===== config.mk =====
export PLATFORM = sky130hd
export DESIGN_NAME = src_addr_decoder
export DESIGN_NICKNAME = d
export VERILOG_FILES = /design/src/rtl/sad_pkg.sv /design/src/rtl/sad_range_table.sv /design/src/rtl/sad_range_match.sv /design/src/rtl/src_addr_decoder.sv
export SDC_FILE = /design/constraint.sdc
export NUM_CORES = 2
export LEC_CHECK = 0
export BUFFER_PORTS_ARGS = -buffer_cell sky130_fd_sc_hd__buf_2
export CORE_ASPECT_RATIO = 1.25
export CORE_MARGIN = 3
export CORE_UTILIZATION = 69
export DETAILED_ROUTE_END_ITERATION = 7
export GPL_TIMING_DRIVEN = 1
export PLACE_DENSITY = 0.85
export SLEW_MARGIN = 20
export SYNTH_ARGS = -nofsm -noshare
export SYNTH_HDL_FRONTEND = slang
export SYNTH_SLANG_ARGS = --single-unit

===== constraint.sdc =====
create_clock -name clk -period 7.8 [get_ports clk]
set_clock_uncertainty 0.1 [all_clocks]
set_input_delay 0.78 -clock clk [delete_from_list [all_inputs] [get_ports clk]]
set_output_delay 0.78 -clock clk [all_outputs]
set_load 0.05 [all_outputs]

===== src/rtl/sad_pkg.sv =====
package sad_pkg;

   typedef enum logic {
      SPACE_MEM = 1'b0,
      SPACE_IO  = 1'b1
   } sad_space_e;

   localparam int unsigned NUM_SPACES = 2;

   function automatic int unsigned idx_width(input int unsigned n);
      return (n > 1) ? $clog2(n) : 1;
   endfunction

endpackage


===== src/rtl/sad_range_table.sv =====
module sad_range_table #(
   parameter int unsigned ENTRIES = 4,
   parameter int unsigned ADDR_W  = 32,
   parameter int unsigned NODE_W  = 3,
   parameter int unsigned IDX_W   = 2
) (
   input  logic                            clk,
   input  logic                            rst_n,
   input  logic                            wr_en,
   input  logic [IDX_W-1:0]                wr_idx,
   input  logic                            wr_valid,
   input  logic [ADDR_W-1:0]               wr_base,
   input  logic [ADDR_W-1:0]               wr_limit,
   input  logic [NODE_W-1:0]               wr_node,
   output logic [ENTRIES-1:0]              ent_valid,
   output logic [ENTRIES-1:0][ADDR_W-1:0]  ent_base,
   output logic [ENTRIES-1:0][ADDR_W-1:0]  ent_limit,
   output logic [ENTRIES-1:0][NODE_W-1:0]  ent_node
);

   if (ENTRIES < 1) begin : g_bad_entries
      $error("sad_range_table: ENTRIES must be at least 1");
   end
   if ((1 << IDX_W) < ENTRIES) begin : g_bad_idx
      $error("sad_range_table: IDX_W too narrow for ENTRIES");
   end

   for (genvar i = 0; i < ENTRIES; i++) begin : g_ent
      logic sel;
      assign sel = wr_en && (wr_idx == IDX_W'(i));

      always_ff @(posedge clk or negedge rst_n) begin
         if (!rst_n) begin
            ent_valid[i] <= 1'b0;
            ent_base[i]  <= '0;
            ent_limit[i] <= '0;
            ent_node[i]  <= '0;
         end else if (sel) begin
            ent_valid[i] <= wr_valid;
            ent_base[i]  <= wr_base;
            ent_limit[i] <= wr_limit;
            ent_node[i]  <= wr_node;
         end
      end

      // a write to this slot is visible on the following cycle
      p_write_lands_r9: assert property (@(posedge clk) disable iff (!rst_n)
         (wr_en && wr_idx == IDX_W'(i)) |=>
            (ent_valid[i] == $past(wr_valid) && ent_base[i] == $past(wr_base) &&
             ent_limit[i] == $past(wr_limit) && ent_node[i] == $past(wr_node)));
   end

endmodule


===== src/rtl/sad_range_match.sv =====
module sad_range_match #(
   parameter int unsigned ENTRIES = 4,
   parameter int unsigned ADDR_W  = 32,
   parameter int unsigned NODE_W  = 3
) (
   input  logic [ADDR_W-1:0]               addr,
   input  logic [ENTRIES-1:0]              ent_valid,
   input  logic [ENTRIES-1:0][ADDR_W-1:0]  ent_base,
   input  logic [ENTRIES-1:0][ADDR_W-1:0]  ent_limit,
   input  logic [ENTRIES-1:0][NODE_W-1:0]  ent_node,
   output logic                            hit,
   output logic [NODE_W-1:0]               node,
   output logic [ADDR_W-1:0]               offset
);

   logic [ENTRIES-1:0] covers;

   for (genvar i = 0; i < ENTRIES; i++) begin : g_cmp
      assign covers[i] = ent_valid[i] &&
                         (addr >= ent_base[i]) && (addr <= ent_limit[i]);
   end

   // walk from the top so the lowest index is written last and wins
   always_comb begin
      hit    = 1'b0;
      node   = '0;
      offset = '0;
      for (int i = ENTRIES - 1; i >= 0; i--) begin
         if (covers[i]) begin
            hit    = 1'b1;
            node   = ent_node[i];
            offset = addr - ent_base[i];
         end
      end
   end

endmodule


===== src/rtl/src_addr_decoder.sv =====
module src_addr_decoder
   import sad_pkg::*;
#(
   parameter int unsigned ADDR_W      = 32,
   parameter int unsigned NODE_W      = 3,
   parameter int unsigned MEM_ENTRIES = 4,
   parameter int unsigned IO_ENTRIES  = 4,
   localparam int unsigned MAX_ENTRIES = (MEM_ENTRIES > IO_ENTRIES) ? MEM_ENTRIES : IO_ENTRIES,
   localparam int unsigned IDX_W       = idx_width(MAX_ENTRIES)
) (
   input  logic               clk,
   input  logic               rst_n,
   input  logic               cfg_we,
   input  logic               cfg_io,
   input  logic [IDX_W-1:0]   cfg_idx,
   input  logic               cfg_valid,
   input  logic [ADDR_W-1:0]  cfg_base,
   input  logic [ADDR_W-1:0]  cfg_limit,
   input  logic [NODE_W-1:0]  cfg_node,
   input  logic               req_valid,
   input  logic               req_io,
   input  logic [ADDR_W-1:0]  req_addr,
   output logic               rsp_valid,
   output logic               rsp_hit,
   output logic               rsp_miss,
   output logic [NODE_W-1:0]  rsp_node,
   output logic [ADDR_W-1:0]  rsp_offset
);

   if (ADDR_W < 1 || ADDR_W > 64) begin : g_bad_addr
      $error("src_addr_decoder: ADDR_W must be 1..64");
   end
   if (NODE_W < 1) begin : g_bad_node
      $error("src_addr_decoder: NODE_W must be at least 1");
   end
   if (MEM_ENTRIES < 1 || IO_ENTRIES < 1) begin : g_bad_depth
      $error("src_addr_decoder: each table needs at least one entry");
   end

   logic              sp_hit    [NUM_SPACES];
   logic [NODE_W-1:0] sp_node   [NUM_SPACES];
   logic [ADDR_W-1:0] sp_offset [NUM_SPACES];

   for (genvar s = 0; s < NUM_SPACES; s++) begin : g_space
      localparam int unsigned N  = (s == int'(SPACE_IO)) ? IO_ENTRIES : MEM_ENTRIES;
      localparam int unsigned TW = idx_width(N);

      logic                       wr_en;
      logic [N-1:0]               t_valid;
      logic [N-1:0][ADDR_W-1:0]   t_base;
      logic [N-1:0][ADDR_W-1:0]   t_limit;
      logic [N-1:0][NODE_W-1:0]   t_node;

      // slots past this table's depth are dropped
      assign wr_en = cfg_we && (cfg_io == 1'(s)) && (32'(cfg_idx) < N);

      sad_range_table #(
         .ENTRIES(N), .ADDR_W(ADDR_W), .NODE_W(NODE_W), .IDX_W(TW)
      ) u_table (
         .clk       (clk),
         .rst_n     (rst_n),
         .wr_en     (wr_en),
         .wr_idx    (TW'(cfg_idx)),
         .wr_valid  (cfg_valid),
         .wr_base   (cfg_base),
         .wr_limit  (cfg_limit),
         .wr_node   (cfg_node),
         .ent_valid (t_valid),
         .ent_base  (t_base),
         .ent_limit (t_limit),
         .ent_node  (t_node)
      );

      sad_range_match #(
         .ENTRIES(N), .ADDR_W(ADDR_W), .NODE_W(NODE_W)
      ) u_match (
         .addr      (req_addr),
         .ent_valid (t_valid),
         .ent_base  (t_base),
         .ent_limit (t_limit),
         .ent_node  (t_node),
         .hit       (sp_hit[s]),
         .node      (sp_node[s]),
         .offset    (sp_offset[s])
      );
   end

   logic              sel_hit;
   logic [NODE_W-1:0] sel_node;
   logic [ADDR_W-1:0] sel_offset;

   always_comb begin
      sel_hit    = sp_hit[req_io];
      sel_node   = sp_node[req_io];
      sel_offset = sp_offset[req_io];
   end

   always_ff @(posedge clk or negedge rst_n) begin
      if (!rst_n) begin
         rsp_valid  <= 1'b0;
         rsp_hit    <= 1'b0;
         rsp_miss   <= 1'b0;
         rsp_node   <= '0;
         rsp_offset <= '0;
      end else begin
         rsp_valid  <= req_valid;
         rsp_hit    <= req_valid && sel_hit;
         rsp_miss   <= req_valid && !sel_hit;
         rsp_node   <= (req_valid && sel_hit) ? sel_node   : '0;
         rsp_offset <= (req_valid && sel_hit) ? sel_offset : '0;
      end
   end

   // reply follows the request by exactly one cycle
   p_reply_latency_r7: assert property (@(posedge clk) disable iff (!rst_n)
      req_valid |=> rsp_valid);
   p_idle_quiet_r7: assert property (@(posedge clk) disable iff (!rst_n)
      !req_valid |=> (!rsp_valid && !rsp_hit && !rsp_miss));

   // every valid reply is either a hit or a miss, never both
   p_hit_miss_excl_r6: assert property (@(posedge clk) disable iff (!rst_n)
      rsp_valid |-> (rsp_hit ^ rsp_miss));
   p_miss_zero_r6: assert property (@(posedge clk) disable iff (!rst_n)
      rsp_miss |-> (rsp_node == '0 && rsp_offset == '0));

   // rebasing subtracts a base that is not above the address
   p_offset_bound_r2: assert property (@(posedge clk) disable iff (!rst_n)
      req_valid |=> (!rsp_hit || rsp_offset <= $past(req_addr)));

endmodule


==> results.toml <==
[timing]
rsz0062_at_grt = "no"
period_needed_ns = 5.27
max_slew_margin = 0.205
finalHoldViolations = 0
setup_violations = 0
tightest_slew_ns = 1.18
fmax_mhz = 190
period_share = 0.675
final_max_slew_viol_count = 0
fin_setup_tns_ns = 0

[final_layout]
instances_no_fill = 5928
nets = 5671
area_delta_synth_final_pct = 8.19
stdcell_area_um2 = 47500
nFillCells = 4426
drive_gt1_frac = 0.123

[clocking]
cts-hold-fix-buffers = 1
htreeDepth = 2
cts_setup_buffers = 0
insertion_delay_ns = 0.66
cts_made_buffers = 58
cts_sinks = 582
clk_pin_slew_ns = 0.07
cts_tree = "yes"
cts.root.buffer_cell = "clkbuf_16"
post_cts_resized = 0
cts_buffer_depth = 3

[synthesis]
ys_ff_latch = 582
synth-seq-area-share = 0.332
synth.most_common_cell = "inv_1"
synthCells = 4970
syn-num-nets = 5598
synth-async-reset-ratio = 1.00
ys_types = 95
synth-edff-count = 0
synth_ff_type = "dfrtp_1"
syn_avg_cell_area_um2 = 8.83
syn_area_um2 = 43900
yosys-top-cells-count = "inv_1, dfrtp_1, ha_1"
yosysTopAreaCell = "dfrtp_1"
synthTopCellsByArea = "dfrtp_1, ha_1, mux2_2"
synth_top_area_frac = 0.332
yosys_warnings = 0

[route]
ant_nets = 0
wl_per_cell_um = 25.2
drt_pass1_iterations = 6
drc_errors = 0
route.vias.total = 39700
dr.first_iter.drc_count = 3678
vias_per_cell = 6.70
wl_um = 149000

[worst_setup_path]
crit_path_end_kind = "register"
path_class = "input pin to register"
crit_required_ns = 8.23
path_buf_inv = 3
worstPathMaxFanout = 33
path_common_cell = "a211oi_1"
cp_cell_sequence = "buf_2 > ha_1 > nand3_1 > nor4_1 > inv_1 > nor3_1 > a211oi_1 > o22ai_2 > buf_4 > nand4_1 > o211ai_4 > a211oi_1 > a32o_1"
slowest_stage = "nor4_1"
critical_path.top_delay_family = "compound AO/OA/AOI/OAI gates"
worstSetupStartpointType = "input pin"
cp.arrival_ns = 5.69
max_stage_delay_ns = 0.96

[place]
dpl.hpwl_um = 111000
dp_cells = 5814
gp_congestion = 1.06
place_area_um2 = 45300
port_buffers = 145

[die]
rows = 102
start_util = 0.703
die-area_um2 = 66700
chipWidth_um = 232
die_y_um = 288
coreArea_um2 = 62400
ioPinCount = 146

[run]
maxCapViolations = 0

[global_route]
grt_max_degree = 171
track_usage = 0.442
grt_pass1_wl_um = 226000
grt_pass1_vias = 40100
grt_overflow_total = 0
grt_antenna_before_repair = 5

[min_path]
hold_class = "input pin to register"

[outcome]
status = "complete, no violations"

[power_and_ir_drop]
vdd_drop_max_mv = 0.244
p_leak_nw = 22.3
cellPowerDensity_nw_per_um2 = 279
where the power goes:
part | internal [mW] | switching, mW | total [mW]
clock network | 1.83 | 1.31 | 3.15
logic | 2.28 | 3.85 | 6.13
registers | 3.65 | 0.314 | 3.97
total | 7.76 | 5.48 | 13.2
sequential cells by signal, summed over array words and instances, names as in the netlist:
name	cells
g_space.u_table.ent_base	256
g_space.u_table.ent_limit	256
rsp_offset	32
g_space.u_table.ent_node	24
g_space.u_table.ent_valid	8
rsp_node	3
rsp_hit	1
rsp_miss	1
rsp_valid	1
worst paths after layout:
kind                       slack [ns]                         startpoint  cells past startpoint                                end
min in group asynchronous        0.56                              rst_n                      2    g_space[0].u_table.ent_base[69]
max reg2reg                      2.80   g_space[1].u_table.ent_limit[62]                     13                     rsp_offset[30]
max in group asynchronous        5.66                              rst_n                      3    g_space[1].u_table.ent_base[53]
min reg2reg                      0.41  g_space[1].u_table.ent_limit[100]                      1  g_space[1].u_table.ent_limit[100]
max                              2.53                       req_addr[30]                     13                     rsp_offset[30]
min                              0.24                          req_valid                      1                          rsp_valid
cell type report:
class                   count  area [um^2]  area share
multi-input cells        3637        26500       0.558
flip-flops and latches    582        14600       0.307
well taps                 832         1040      0.0219
diodes                      5         12.5    0.000264
repair buffers            180         1030      0.0216
inverters                 584         2190      0.0462
clock inverters            33          500      0.0105
clock buffers              75         1650      0.0347
metal layers:
metal | share of wire | global-route usage | vias up
met1 | 0.35 | 0.501 | 19000
li1 | - | - | 18000
met5 | 0 | 0 | -
met3 | 0.088 | 0.0858 | 710
met2 | 0.46 | 0.730 | 2065
met4 | 0.096 | 0.349 | 0
metrics by stage:
stage               utilization  hold WS, ns  total power [mW]  worst slack [ns]
floorplan                     -        0.374              8.06              3.76
global placement          0.726        0.383              9.74              2.17
detailed placement        0.726        0.389              9.88              2.04
CTS                       0.760        0.219              13.1              2.68
global route              0.760        0.231              13.9              2.35
finish                    0.761        0.244              13.2              2.53
logic make-up (layout without fill, tap and decap cells):
| group | after synthesis | after routing | share of synthesized area |
|---|---|---|---|
| AO/OA/AOI/OAI | 1437 | 1437 | 0.206 |
| XOR/XNOR | 203 | 203 | 0.0405 |
| adder cells (fa/ha/maj) | 520 | 520 | 0.150 |
| buffers and inverters | 751 | 872 | 0.0653 |
| flip-flops | 582 | 582 | 0.332 |
| multiplexers | 310 | 310 | 0.0792 |
| other | 0 | 5 | 0 |
| AND/OR/NAND/NOR | 1167 | 1167 | 0.127 |
cell usage in the layout, fill, tap and decap left out, drive strengths merged, types with 75 or more instances in the layout:
cell    count
inv       586
dfrtp     582
ha        512
nand2     481
o21ai     456
a21oi     364
mux2      296
nor2      191
buf       179
a21o      116
xnor2     111
nand4      96
xor2       92
nor3       89
nand3      76
clkbuf     75
(Power assumes the default switching activity.)
